<file path="config.mk">
export PLATFORM = sky130hd
export DESIGN_NAME = i2c_target_fe
export DESIGN_NICKNAME = d
export VERILOG_FILES = /design/src/rtl/i2c_tgt_pkg.sv /design/src/rtl/i2c_tgt_filt.sv /design/src/rtl/i2c_tgt_cond.sv /design/src/rtl/i2c_tgt_engine.sv /design/src/rtl/i2c_target_fe.sv
export SDC_FILE = /design/constraint.sdc
export NUM_CORES = 1
export LEC_CHECK = 0
export BUFFER_PORTS_ARGS = -buffer_cell sky130_fd_sc_hd__buf_2
export CAP_MARGIN = 20
export CORE_ASPECT_RATIO = 0.8
export CORE_UTILIZATION = 40
export CTS_CLUSTER_SIZE = 25
export DETAILED_ROUTE_END_ITERATION = 12
export SLEW_MARGIN = 20
export SYNTH_ARGS = -nofsm -noshare
export SYNTH_HDL_FRONTEND = slang
export SYNTH_SLANG_ARGS = --single-unit
</file>
<file path="constraint.sdc">
create_clock -name clk -period 2.2 [get_ports clk]
set_input_delay 0.22 -clock clk [delete_from_list [all_inputs] [get_ports clk]]
set_output_delay 0.22 -clock clk [all_outputs]
set_load 0.005 [all_outputs]
</file>
<file path="src/rtl/i2c_tgt_pkg.sv">
package i2c_tgt_pkg;
   localparam int ADDR_W = 7;
   localparam int DATA_W = 8;
   localparam int CNT_W  = $clog2(DATA_W);
   localparam logic [ADDR_W-1:0] GC_ADDR = '0;

   typedef enum logic [3:0] {
      E_IDLE,
      E_ADDR,
      E_AEND,
      E_AACK,
      E_RX,
      E_REND,
      E_RHOLD,
      E_RACK,
      E_TWAIT,
      E_TX,
      E_TACK,
      E_SKIP
   } eng_st_t;
endpackage

</file>
<file path="src/rtl/i2c_tgt_filt.sv">
module i2c_tgt_filt #(
   parameter int SYNC_LEN = 2,
   parameter int FILT_LEN = 2
) (
   input  logic clk,
   input  logic rst_n,
   input  logic line_i,
   output logic line_o
);
   logic [SYNC_LEN-1:0] sync_q;
   logic [FILT_LEN-1:0] win_q;

   always_ff @(posedge clk or negedge rst_n) begin
      if (!rst_n) begin
         sync_q <= '1;
         win_q  <= '1;
         line_o <= 1'b1;
      end else begin
         sync_q <= {sync_q[SYNC_LEN-2:0], line_i};
         win_q  <= {win_q[FILT_LEN-2:0], sync_q[SYNC_LEN-1]};
         // accept a level only when the whole window agrees
         if (&win_q)
            line_o <= 1'b1;
         else if (~|win_q)
            line_o <= 1'b0;
      end
   end
endmodule

</file>
<file path="src/rtl/i2c_tgt_cond.sv">
module i2c_tgt_cond (
   input  logic clk,
   input  logic rst_n,
   input  logic scl_f,
   input  logic sda_f,
   output logic start_det,
   output logic stop_det,
   output logic scl_rise,
   output logic scl_fall,
   output logic bus_busy
);
   logic scl_q, sda_q;

   always_ff @(posedge clk or negedge rst_n) begin
      if (!rst_n) begin
         scl_q    <= 1'b1;
         sda_q    <= 1'b1;
         bus_busy <= 1'b0;
      end else begin
         scl_q <= scl_f;
         sda_q <= sda_f;
         if (start_det)
            bus_busy <= 1'b1;
         else if (stop_det)
            bus_busy <= 1'b0;
      end
   end

   always_comb begin
      start_det = scl_f && scl_q && sda_q && !sda_f;
      stop_det  = scl_f && scl_q && !sda_q && sda_f;
      scl_rise  = scl_f && !scl_q;
      scl_fall  = !scl_f && scl_q;
   end
endmodule

</file>
<file path="src/rtl/i2c_tgt_engine.sv">
module i2c_tgt_engine
   import i2c_tgt_pkg::*;
(
   input  logic              clk,
   input  logic              rst_n,
   input  logic              sda_f,
   input  logic              scl_rise,
   input  logic              scl_fall,
   input  logic              start_det,
   input  logic              stop_det,
   input  logic [ADDR_W-1:0] addr_lat,
   input  logic              gc_en,
   input  logic              rx_take,
   input  logic [DATA_W-1:0] tx_data,
   input  logic              tx_load,
   output logic              scl_hold,
   output logic              sda_low,
   output logic              addr_hit_p,
   output logic              gc_p,
   output logic [DATA_W-1:0] rx_data,
   output logic              rx_byte_p,
   output logic              tx_need_p,
   output logic              stop_p
);
   eng_st_t           st;
   logic [DATA_W-1:0] shreg;
   logic [DATA_W-1:0] tx_buf;
   logic [CNT_W-1:0]  bitcnt;
   logic              rd_dir;
   logic              rx_pend;
   logic              tx_full;
   logic              nack_q;
   logic              own_hit;
   logic              gc_hit;
   logic              last_bit;

   always_comb begin
      own_hit  = (shreg[ADDR_W-1:0] == addr_lat);
      gc_hit   = gc_en && !sda_f && (shreg[ADDR_W-1:0] == GC_ADDR);
      last_bit = (bitcnt == CNT_W'(DATA_W-1));
   end

   always_ff @(posedge clk or negedge rst_n) begin
      if (!rst_n) begin
         st         <= E_IDLE;
         shreg      <= '0;
         tx_buf     <= '0;
         bitcnt     <= '0;
         rd_dir     <= 1'b0;
         rx_pend    <= 1'b0;
         tx_full    <= 1'b0;
         nack_q     <= 1'b0;
         rx_data    <= '0;
         addr_hit_p <= 1'b0;
         gc_p       <= 1'b0;
         rx_byte_p  <= 1'b0;
         tx_need_p  <= 1'b0;
         stop_p     <= 1'b0;
      end else begin
         addr_hit_p <= 1'b0;
         gc_p       <= 1'b0;
         rx_byte_p  <= 1'b0;
         tx_need_p  <= 1'b0;
         stop_p     <= 1'b0;
         if (rx_take)
            rx_pend <= 1'b0;
         if (tx_load) begin
            tx_buf  <= tx_data;
            tx_full <= 1'b1;
         end

         if (start_det) begin
            // any START restarts address reception
            st      <= E_ADDR;
            bitcnt  <= '0;
            tx_full <= 1'b0;
         end else if (stop_det) begin
            st     <= E_IDLE;
            stop_p <= 1'b1;
         end else begin
            unique case (st)
               E_ADDR: if (scl_rise) begin
                  shreg  <= {shreg[DATA_W-2:0], sda_f};
                  bitcnt <= bitcnt + 1'b1;
                  if (last_bit) begin
                     if ((own_hit || gc_hit) && !(sda_f && !own_hit)) begin
                        st         <= E_AEND;
                        rd_dir     <= sda_f;
                        addr_hit_p <= 1'b1;
                        gc_p       <= gc_hit;
                        tx_need_p  <= sda_f;
                     end else begin
                        st <= E_SKIP;
                     end
                  end
               end
               E_AEND: if (scl_fall) st <= E_AACK;
               E_AACK: if (scl_fall) begin
                  bitcnt <= '0;
                  if (!rd_dir)
                     st <= E_RX;
                  else if (tx_full) begin
                     shreg   <= tx_buf;
                     tx_full <= 1'b0;
                     st      <= E_TX;
                  end else
                     st <= E_TWAIT;
               end
               E_RX: if (scl_rise) begin
                  shreg  <= {shreg[DATA_W-2:0], sda_f};
                  bitcnt <= bitcnt + 1'b1;
                  if (last_bit) begin
                     rx_data   <= {shreg[DATA_W-2:0], sda_f};
                     rx_byte_p <= 1'b1;
                     rx_pend   <= 1'b1;
                     st        <= E_REND;
                  end
               end
               E_REND: if (scl_fall) st <= rx_pend ? E_RHOLD : E_RACK;
               E_RHOLD: if (!rx_pend) st <= E_RACK;
               E_RACK: if (scl_fall) begin
                  bitcnt <= '0;
                  st     <= E_RX;
               end
               E_TWAIT: if (tx_full) begin
                  shreg   <= tx_buf;
                  tx_full <= 1'b0;
                  bitcnt  <= '0;
                  st      <= E_TX;
               end
               E_TX: if (scl_fall) begin
                  if (last_bit)
                     st <= E_TACK;
                  else begin
                     shreg  <= {shreg[DATA_W-2:0], 1'b0};
                     bitcnt <= bitcnt + 1'b1;
                  end
               end
               E_TACK: begin
                  if (scl_rise) begin
                     nack_q    <= sda_f;
                     tx_need_p <= !sda_f;
                  end else if (scl_fall) begin
                     bitcnt <= '0;
                     if (nack_q)
                        st <= E_SKIP;
                     else if (tx_full) begin
                        shreg   <= tx_buf;
                        tx_full <= 1'b0;
                        st      <= E_TX;
                     end else
                        st <= E_TWAIT;
                  end
               end
               default: ;
            endcase
         end
      end
   end

   always_comb begin
      scl_hold = (st == E_RHOLD) || (st == E_TWAIT);
      sda_low  = (st == E_AACK) || (st == E_RACK) ||
                 ((st == E_TX) && !shreg[DATA_W-1]);
   end
endmodule

</file>
<file path="src/rtl/i2c_target_fe.sv">
module i2c_target_fe
   import i2c_tgt_pkg::*;
#(
   parameter int SYNC_LEN = 2,
   parameter int FILT_LEN = 2
) (
   input  logic              clk,
   input  logic              rst_n,
   input  logic              scl_i,
   input  logic              sda_i,
   output logic              scl_oe,
   output logic              sda_oe,
   input  logic [ADDR_W-1:0] own_addr,
   input  logic              gc_en,
   output logic              bus_busy,
   output logic              addr_hit_p,
   output logic              gc_p,
   output logic [DATA_W-1:0] rx_data,
   output logic              rx_byte_p,
   input  logic              rx_take,
   input  logic [DATA_W-1:0] tx_data,
   input  logic              tx_load,
   output logic              tx_need_p,
   output logic              stop_p
);
   localparam int NLINES = 2;

   initial begin
      assert (SYNC_LEN >= 2 && SYNC_LEN <= 4)
         else $error("SYNC_LEN must lie in 2..4");
      assert (FILT_LEN >= 2 && FILT_LEN <= 8)
         else $error("FILT_LEN must lie in 2..8");
      assert (DATA_W == ADDR_W + 1)
         else $error("address plus direction bit must fill one byte");
   end

   logic [NLINES-1:0] raw_lines;
   logic [NLINES-1:0] filt_lines;
   logic              scl_f, sda_f;
   logic              start_det, stop_det, scl_rise, scl_fall;
   logic [ADDR_W-1:0] addr_lat;

   assign raw_lines = {sda_i, scl_i};

   for (genvar gi = 0; gi < NLINES; gi++) begin : g_filt
      i2c_tgt_filt #(
         .SYNC_LEN(SYNC_LEN),
         .FILT_LEN(FILT_LEN)
      ) u_filt (
         .clk   (clk),
         .rst_n (rst_n),
         .line_i(raw_lines[gi]),
         .line_o(filt_lines[gi])
      );
   end

   assign scl_f = filt_lines[0];
   assign sda_f = filt_lines[1];

   i2c_tgt_cond u_cond (
      .clk      (clk),
      .rst_n    (rst_n),
      .scl_f    (scl_f),
      .sda_f    (sda_f),
      .start_det(start_det),
      .stop_det (stop_det),
      .scl_rise (scl_rise),
      .scl_fall (scl_fall),
      .bus_busy (bus_busy)
   );

   // own address is sampled only while the bus is idle
   always_ff @(posedge clk or negedge rst_n) begin
      if (!rst_n)
         addr_lat <= '0;
      else if (!bus_busy)
         addr_lat <= own_addr;
   end

   i2c_tgt_engine u_eng (
      .clk       (clk),
      .rst_n     (rst_n),
      .sda_f     (sda_f),
      .scl_rise  (scl_rise),
      .scl_fall  (scl_fall),
      .start_det (start_det),
      .stop_det  (stop_det),
      .addr_lat  (addr_lat),
      .gc_en     (gc_en),
      .rx_take   (rx_take),
      .tx_data   (tx_data),
      .tx_load   (tx_load),
      .scl_hold  (scl_oe),
      .sda_low   (sda_oe),
      .addr_hit_p(addr_hit_p),
      .gc_p      (gc_p),
      .rx_data   (rx_data),
      .rx_byte_p (rx_byte_p),
      .tx_need_p (tx_need_p),
      .stop_p    (stop_p)
   );
endmodule

</file>
; After elaboration in Yosys (flattened, before gate mapping)
; Index checks and enable logic that the tools add are counted.
[word_totals]
memories = 0
ramBits = 0
inputBits = 22
out_inout_bits = 16
word_cells = 198
latch_bits = 0
register_bits = 60
mem_bits_ro = 0
[op_classes]
eq_ne = 42
bitwise_logic = 2
mux = 89
order_cmp = 0
n_reduce_logical = 40
multipliers = 0
shifts = 0
addsub = 1
n_div = 0
[op_table]
columns = operator, n
row1 = $mux 4, 18
row2 = $mux 8, 9
row3 = $mux 1, 48
row4 = $ne 4x4->1 const B, 10
row5 = $pmux 4 s10, 1
row6 = $pmux 8 s5, 1
row7 = $mux 3, 8
row8 = $eq 4x3->1 const B, 4
row9 = $ne 4x3->1 const B, 4
row10 = $pmux 3 s5, 1
row11 = $reduce_and 15->1, 1
row12 = $ne 2x2->1 const B, 7
row13 = $eq 4x4->1 const B, 3
row14 = $logic_and 1x1->1, 12
row15 = $reduce_bool 12->1, 1
row16 = $reduce_and 11->1, 1
row17 = $ne 3x3->1 const B, 3
row18 = $eq 4x2->1 const B, 2
row19 = $ne 2x1->1 const B, 4
row20 = $reduce_or 2->1, 4
row21 = $eq 7x7->1, 1
row22 = $logic_not 1->1, 7
row23 = $logic_not 7->1, 1
row24 = $reduce_and 7->1, 1
row25 = 17 further kinds, 22

; Depth between registers and ports, before layout
; Gate-level depths: netlist (run 1).
[depth]
depth_word = 11
mapped_depth = 8
depth_no_buf = 8

; By module
; Synthesis (run 1) repeated with hierarchy kept, for this count alone.
[hier_totals]
hier_cells = 271
area_unflattened_um2 = 3145.5
[modules_own_cells]
columns = module, area_per_inst_um2, cells_each, seq_area_each_um2, instances
row1 = i2c_tgt_engine, 2411.1, 230, 1001.0, 1
row2 = i2c_tgt_filt, 158.9, 7, 131.4, 2
row3 = i2c_target_fe, 291.5, 15, 175.2, 1
row4 = i2c_tgt_cond, 125.1, 12, 77.6, 1

; Least setup slack after synthesis (run 1)
; OpenSTA, ideal clock, no wires.
[synth_timing]
path_kind = reg-to-reg
from = reg u_eng.bitcnt[0]
to = reg u_eng.bitcnt[0]
setup_time_ps = 125
stages_incl_launch_ff = 9
t_required_ps = 2075
arrival_time_ps = 2148
setup_slack_ps = -72
period_less_slack_ps = 2272
path_buffers = 0
path_cell_list = dfrtp_1 ha_1 ha_1 or3b_1 a32o_2 a21oi_2 nand3_1 a221o_1 mux2_2
[synth_via]
elab_chain_cells = 6
elab_cells_between_ends = 12
cone_classes = 1 x add/sub / 2 x eq/ne / 8 x mux / 1 x reduce/logical
[synth_lines]
columns = item, line_no
row1 = from (decl), i2c_tgt_engine.sv:28  ; logic [CNT_W-1:0] bitcnt;
row2 = from (signal assigned), i2c_tgt_engine.sv:84  ; bitcnt <= bitcnt + 1'b1;
row3 = from (signal assigned), i2c_tgt_engine.sv:111  ; bitcnt <= bitcnt + 1'b1;
row4 = from (signal assigned), i2c_tgt_engine.sv:136  ; bitcnt <= bitcnt + 1'b1;
row5 = $add 3x1->3, "i2c_tgt_engine.sv:84, i2c_tgt_engine.sv:111, i2c_tgt_engine.sv:136"
row6 = $mux 3, i2c_tgt_engine.sv:132  ; if (last_bit)
row7 = $mux 3, i2c_tgt_engine.sv:131  ; E_TX: if (scl_fall) begin
row8 = $pmux 3 s5, i2c_tgt_engine.sv:81  ; unique case (st)
row9 = $mux 3, i2c_tgt_engine.sv:77  ; end else if (stop_det) begin
row10 = $mux 3, i2c_tgt_engine.sv:72  ; if (start_det) begin
; Several ways; a longest one is shown, not always the timed one. The select of a mux whose other input is x is not followed.
; A chain may end at the register's enable or synchronous reset.

; Worst setup path after layout (run 1)
; Same ends and word-level chain as after synthesis.

==> results.md, run 1 <==
Synthesis:
- The mapped netlist covers 0.00302 mm^2.
- Of the total synthesized cell area, the portion taken by XOR and XNOR cells is 0.0261.
- Counting flops with an async set or reset pin after synthesis yields a share of 1.00.
- After synthesis, the mean cell area works out to 11.3 um^2.
- The number of nets handed over by synthesis was 293.
- The simple logic cell fraction of the synthesized area is 0.144.
- The synthesized-area fraction occupied by ao, oa, aoi and oai cells is 0.133.
- The mux cell area share after synthesis is 0.142.
- After synthesis, the largest family of logic cells by area is simple AND/OR/NAND/NOR gates.
- Of the synthesized area, sequential elements account for 0.502.
- During synthesis, Yosys emitted a total of 0 warnings.
- The fraction of the mapped netlist area in adder cells is 0.0166.
- The post-synthesis instance total is 267.
- In this run, synthesis inferred 0 flip-flops with an integrated enable.
- The flip-flop cell with the highest count after synthesis is sky130_fd_sc_hd__dfrtp_1.
- Counting flops and latches in the post-synthesis netlist gives 60.
- The distinct cell type count after synthesis is 53.

Detailed routing:
- The total wire length is 7590 um.
- The first-pass iteration count of the detailed router is 5.
- The per-cell via count in the routed design is 5.36.
- Once detail routing completed, the nets flagged for antenna violations numbered 0.
- The number of remaining DRC errors is 0.
- The initial DRC count is 181.
- In the final routed layout, each cell accounts on average for 17.0 um.
- The via count of the routed design is 2395.

Floorplan:
- In this run the standard cell core region covers 0.00709 mm^2.
- Measured along the y axis, the die boundary spans 79.7 um.
- The die covers 0.00790 mm^2.
- The floorplan step set the die width to 99.1 um.
- The starting density of the core is 0.425.
- The number of top-level design ports is 38.
- The total number of placement rows is 27.

Clocking:
- Clock-pin slew was measured on the worst setup and hold paths at 70 ps.
- The TritonCTS clock tree is done.
- The total clock buffers created by CTS is 9.
- The master cell of the clock root buffer is sky130_fd_sc_hd__clkbuf_8.
- No sink is reached through more buffers than the 2 on the longest clock path.
- The clock insertion delay at the later pin of the skew report is 340 ps.
- The clock tree synthesis step divided the H-tree into 3 levels.
- For this design, the sink count on the clock tree is 60.

Layout:
- The ratio of cells with drive above 1 in the final layout is 0.456.
- The number of diodes is 0.
- The net count of the finished layout is 381.
- In the layout the commonest cells are sky130_fd_sc_hd__dfrtp_1, sky130_fd_sc_hd__buf_4, sky130_fd_sc_hd__buf_2.
- Once layout is done, the placed cells without fillers occupy 0.00394 mm^2.
- At the end of the flow the core is filled with cells to 0.556.
- From synthesis to final layout, the design area changed by 30.6%.

Placement:
- The congestion estimate from routability-driven global placement came to 0.888.
- The HPWL after detailed placement is 5490 um.
- The worst setup timing slack at the placement stage is -157 ps.
- The placed instances occupy a cell area of 0.00362 mm^2.
- The quantity of I/O buffers inserted on ports is 37.

Global routing:
- The number of global-route vias before repair is 2333.
- The first global-routing pass estimated 12200 um of wire.
- Across every metal layer, demand over resource in global routing totals 0.209.
- The total congestion overflow after global routing is 0.
- The initial antenna violation count came to 0.
- Entering global routing, the biggest net connects 61 pins.

STA:
- After layout, the minimum clock period comes to 2270 ps.
- For the pin with the worst max-slew slack, the measured transition is 464 ps.
- Headroom to the max-slew limit came out at 0.689.
- The worst-case hold slack is 107 ps.
- The count of endpoints failing hold in the final timing report is 0.
- Across all setup checks in the final design, the least slack found is -69.8 ps.
- The final clock skew is 9.29 ps.
- The number of slew-limit violations in the final report is 0.
- For this run, the top clock speed supported by timing is 441 MHz.
- Setup repair after global routing could not meet its margin everywhere.
- In the finished design, the share of the clock period the worst path needs comes to 1.03.
- The count of final setup violators is 1.

Outcome:
- The run finished, with violations left.
- The final reports fail on setup timing.

Hold path:
- The type of the most critical hold path is primary input to register.
- The cell count of the worst hold path is 2.

Critical path:
- The type of origin of the critical path is a register.
- The required time of the critical path is 2430 ps.
- The critical path is of the register to register type.
- Data on the critical path arrives at its endpoint at 2500 ps.
- Of all nets on the critical path, the largest fanout is 3.
- The number of cell instances on the worst register-to-register path is 8.
- STA classifies the critical path endpoint as a register.

Pwr:
- The total power after layout is 5.87 mW.
- The cell leakage power is 1.83 nW.
- Across the VDD grid, the largest voltage drop is 0.560 mV.
- The areal power density over the cells is 1490 mW/mm^2.

Run:
- Across the run, the number of max-cap violations was 0.
==> worst max-delay path: stages (launching register included) <==
cell and delay, ps:
sky130_fd_sc_hd__dfrtp_1 400, sky130_fd_sc_hd__ha_2 190, sky130_fd_sc_hd__ha_4 150, sky130_fd_sc_hd__or3b_1 340, sky130_fd_sc_hd__a32o_2 240, sky130_fd_sc_hd__a21oi_2 130, sky130_fd_sc_hd__nand3_2 90, sky130_fd_sc_hd__a221o_1 340
sky130_fd_sc_hd__mux2_4 270
==> state kept, by name, indices dropped and copies added (netlist names), 3 cells and up <==
register / cells
addr_lat: 7
u_eng.shreg: 8
u_eng.st: 4
u_eng.rx_data: 8
u_eng.tx_buf: 8
u_eng.bitcnt: 3
g_filt.u_filt.sync_q: 4
g_filt.u_filt.win_q: 4
==> Yosys cell counts (all sizes together), types with 2 or more instances <==
cell type,number,area (um^2)
nand3,2,10.0
buf,11,75.1
a22o,2,17.5
or3b,2,17.5
ha,4,50.1
and2,2,12.5
a2111oi,2,23.8
nor2,27,106
nand2b,8,50.1
dfstp,12,315
dfrtp,48,1200
nor3,7,35.0
clkbuf,3,11.3
mux2i,9,90.1
o22ai,2,12.5
xor2,5,43.8
nor2b,4,25.0
nand2,7,26.3
and4,2,17.5
a21o,3,22.5
nand4,3,18.8
o21ai,7,35.0
a211oi,4,30.0
inv,6,22.5
or2,2,12.5
a21oi,26,145
nor4,5,46.3
nor4bb,2,20.0
xnor2,4,35.0
mux2,30,338
a32oi,2,17.5
==> path summary, 6_finish.rpt <==
check / from / to / slack, ps
worst max register to register: u_eng.bitcnt[0] / u_eng.bitcnt[0] / -70
worst max-delay path: u_eng.bitcnt[0] / u_eng.bitcnt[0] / -70
min in group asynchronous: rst_n / u_eng.bitcnt[2] / 410
worst min register to register: g_filt[0].u_filt.sync_q[0] / g_filt[0].u_filt.sync_q[1] / 360
worst min-delay path: own_addr[1] / addr_lat[1] / 110
max in group asynchronous: rst_n / g_filt[1].u_filt.win_q[0] / 1480
==> power by group <==
group | switching, mW | internal (mW)
logic | 1.43 | 1.60
clock network | 0.478 | 0.645
registers | 0.341 | 1.37
total | 2.25 | 3.62
==> through the flow <==
step / setup TNS [ps] / std cells
after global routing: -327 / 447
final: -69.8 / 447
after CTS: -48.9 / 445
after detailed placement: -1150 / 424
after floorplan: -31.7 / 267
after global placement: -317 / 424
==> final cells by class <==
cell class,instances,area [um^2]
timing repair buffer,91,653
tap,87,109
inverter,6,22.5
clock inverter,7,100
clock buffer,9,124
sequential,60,1520
multi-input combinational,187,1420
fill,635,3150
==> kinds of logic (layout without fill, tap and decap cells) <==
group,Yosys count,in the layout
AOI/OAI and AO/OA,57,57
buffers and inverters,20,113
DFF,60,60
xor gates and xnor gates,9,9
muxes,39,39
and+or+nand+nor,78,78
adders and majority gates,4,4
==> layer usage <==
layer	routed length, um	global-route usage	up-vias
met2	3160	0.290	71
met3	418	0.0525	10
met4	126	0.0779	0
met1	3890	0.311	1171
li1	-	-	1143
met5	0	0	-
==> repair_timing <==
action / in CTS / in global routing
endpoints found under the setup margin: 11 / 13
pin swaps: 3 / 2
setup buffers: 2 / 1
resized for setup: 2 / 3
hold endpoints to repair: 50 / 0
hold buffers: 3 / 0
gates cloned: 0 / 1
(Power assumes the default switching activity.)
==> run 2: changes to the inputs <==
==> constraint.sdc (replaced) <==
create_clock -name clk -period 2.6 [get_ports clk]
set_input_delay 0.26 -clock clk [delete_from_list [all_inputs] [get_ports clk]]
set_output_delay 0.26 -clock clk [all_outputs]
set_load 0.005 [all_outputs]
==> run 2 against run 1 <==
  * The flow now finishes without violations
  * Largest cell class unchanged
  * Flip-flop and latch count unchanged
  * Non-clock buffer count shrank 39
  * Critical path type unchanged
  * Worst hold slack gained 35 ps
  * Register-to-register slack improved by 220 ps
  * Via count shrank 5.2%
==> results.md, run 2 (synthesized netlist as in run 1, its figures left out) <==
Critical path:
- The most numerous cell on the critical path is sky130_fd_sc_hd__ha_1.
- The number of cell instances on the worst register-to-register path is 8.
- The critical path in this run is classified as register to register.
- The type of origin of the critical path is a register.
- Along the worst path, the maximum fanout reaches 6.
- The launching point of the worst reg2reg path is u_eng.bitcnt[0].
- The largest single stage delay on the critical path is 390 ps.
- The endpoint identified for the worst register-to-register timing path is u_eng.bitcnt[0].
- The cell at the slowest stage of the critical path is sky130_fd_sc_hd__dfrtp_1.
- The worst setup slack for register-to-register paths is 160 ps.
- The nature of the critical path endpoint is a register.
- Traced cell by cell, the critical path runs through ha_1 -> ha_1 -> or3b_1 -> a32o_2 -> a21oi_2 -> nand3_1 -> a221o_1 -> mux2_2.
- The count of buffer and inverter cells on the critical path is 0.
- The data arrival time of the critical path is 2670 ps.
- The required time of the critical path is 2830 ps.
- Counting buffers and inverters, the worst setup path is 8 cells deep.
- The kind of cell with the highest combined delay on the critical path is compound AO/OA/AOI/OAI gates.

Floorplan:
- For this configuration, the core starts out at a cell density of 0.425.
- The floorplan step set the die height to 79.7 um.
- The die covers 0.00790 mm^2.
- The area of the placeable core is 0.00709 mm^2.
- Row generation in the floorplan step produced 27 rows.
- The die is 99.1 um wide.
- For this design the top-level I/O count stands at 38.

Detailed routing:
- The post-detailed-route count of antenna-violating nets is 0.
- In the routed layout, each cell is associated on average with a via count of 5.56.
- Dividing the detail-routed wire length by the instance count gives 16.8 um.
- The number of remaining DRC errors is 0.
- The first-pass iteration count of the detailed router is 4.
- The first routing iteration left 138 violations.
- The via count of the routed design is 2270.
- The total wire length is 6860 um.

Placement:
- During placement, the flow inserted port buffers numbering 37.
- The placed instance area is 0.00333 mm^2.
- Detailed placement finished with a half-perimeter wire length of 4910 um.
- After detailed placement, the design holds a cell count of 389.
- The final weighted congestion in routability-driven placement is 0.903.

Pwr:
- VDD sags by at most 0.415 mV.
- The total power after layout is 4.10 mW.
- For this design the static power due to leakage is 1.60 nW.
- The areal power density over the cells is 1150 mW/mm^2.

Clocking:
- The clock insertion delay at the later pin of the skew report is 340 ps.
- The clock passes through at most 2 buffers.
- Counting every sink on the clock net gives 60.
- The number of buffers inserted by post-CTS setup repair is 0.
- Clock-pin slew was measured on the worst setup and hold paths at 70 ps.
- The TritonCTS clock tree is done.
- The clock tree synthesis step divided the H-tree into 3 levels.
- The total clock buffers created by CTS is 9.
- The master cell of the clock root buffer is sky130_fd_sc_hd__clkbuf_8.

Layout:
- The most common cell after layout, fill and taps aside is sky130_fd_sc_hd__dfrtp_1.
- The ratio of cells with drive above 1 in the final layout is 0.374.
- In the final layout, the registers with the most flip-flops are u_eng.rx_data (8), u_eng.shreg (8), u_eng.tx_buf (8).
- The number of antenna diodes in the final layout is 0.
- The finished layout holds 408 standard cells, fillers aside.
- For this run, the share of the core covered by cells in the final layout is 0.501.
- At the end of the flow, the number of nets in the layout was 342.
- The layout filler cell count is 653.
- In the layout the commonest cells are sky130_fd_sc_hd__dfrtp_1, sky130_fd_sc_hd__buf_2, sky130_fd_sc_hd__mux2_2.
- The synthesis-to-finish area growth is 17.7%.
- The post-route cell area is 0.00355 mm^2.

STA:
- Setup total negative slack on the finished layout was measured at 0 ps.
- The final clock skew is 12.9 ps.
- Static timing analysis puts the maximum clock frequency at 409 MHz.
- Setup repair after global routing left no endpoint under its margin.
- For the pin with the worst max-slew slack, the measured transition is 642 ps.
- The count of endpoints failing hold in the final timing report is 0.
- The worst pin sits at a relative slew slack of 0.572.
- The count of final setup violators is 0.
- The final worst-path cycle share is 0.940.
- The number of slew-limit violations in the final report came to 0.
- The final critical path time including I/O delays and setup is 2440 ps.

Hold path:
- The cell count of the worst hold path is 2.
- The startpoint identified for the worst hold timing path is tx_data[4].
- In this run the worst hold path is classified as primary input to register.
- The end of the worst hold path is u_eng.tx_buf[4].

Global routing:
- The number of global-route vias before repair is 2188.
- The total routing resource utilization after global routing is 0.191.
- The total congestion overflow after global routing is 0.
- Entering global routing, the biggest net connects 39 pins.
- The first-pass GRT wire length is 11200 um.
- The initial antenna violation count is 0.

Outcome:
- The flow ran to the end, and the final reports show no timing, DRC or antenna violations.

Run:
- The number of max-capacitance violations reported is 0.
run 2: cell count changes in the layout (fill, tap and decap cells not counted), sizes merged:
| cell | previous run | this run |
|---|---|---|
| clkinv | 4 | 3 |
| clkinvlp | 0 | 1 |
| bufinv | 2 | 0 |
| buf | 87 | 49 |
| clkbuf | 10 | 11 |
run 2: cell type report:
class	count	area (um^2)	share of cell area
tap	87	109	0.0306
sequential	60	1520	0.427
clock buffer	11	153	0.0430
multi-input combinational	187	1390	0.392
clock inverter	5	42.5	0.0120
inverter	6	22.5	0.00634
timing repair buffer	52	318	0.0894
run 2: stage by stage:
step	setup WS [ps]	hold slack [ps]
floorplan	328	-35.6
global placement	241	292
detailed placement	185	291
CTS	166	123
global route	62.4	126
finish	155	142
run 2: how the worst max path moves through the flow:
stage / startpoint / endpoint / slack [ps]
after floorplan: u_eng.bitcnt[0] / u_eng.bitcnt[0] / 330
after global placement: u_eng.bitcnt[0] / u_eng.bitcnt[0] / 240
after detailed placement: u_eng.bitcnt[0] / u_eng.bitcnt[0] / 180
after CTS: u_eng.bitcnt[0] / u_eng.bitcnt[0] / 170
after global routing: u_eng.bitcnt[0] / u_eng.bitcnt[0] / 60
final: u_eng.bitcnt[0] / u_eng.bitcnt[0] / 160
run 2: worst register-to-register path, delay by kind of cell, from the launching register on:
kind	cells	cell delay, ps
and+or+nand+nor	2	490
DFF	1	390
AOI/OAI and AO/OA	3	720
muxes	1	270
adders and majority gates	2	460
run 2: power breakdown:
part           internal, mW  switching, mW  total, mW
clock network         0.412          0.380      0.792
registers              1.16          0.353       1.51
logic                 0.840          0.954       1.79
run 2: per-layer routing:
metal | global-route usage | wire [um] | vias up
met5 | 0 | 0 | -
met4 | 0.0706 | 96 | 0
met3 | 0.0744 | 509 | 13
met2 | 0.281 | 2970 | 89
met1 | 0.256 | 3280 | 1101
li1 | - | - | 1067
run 2: timing repair:
item                                   in CTS  in global routing
gates resized for setup                     0                  0
endpoints found under the hold margin      24                  0
hold buffers                                3                  0
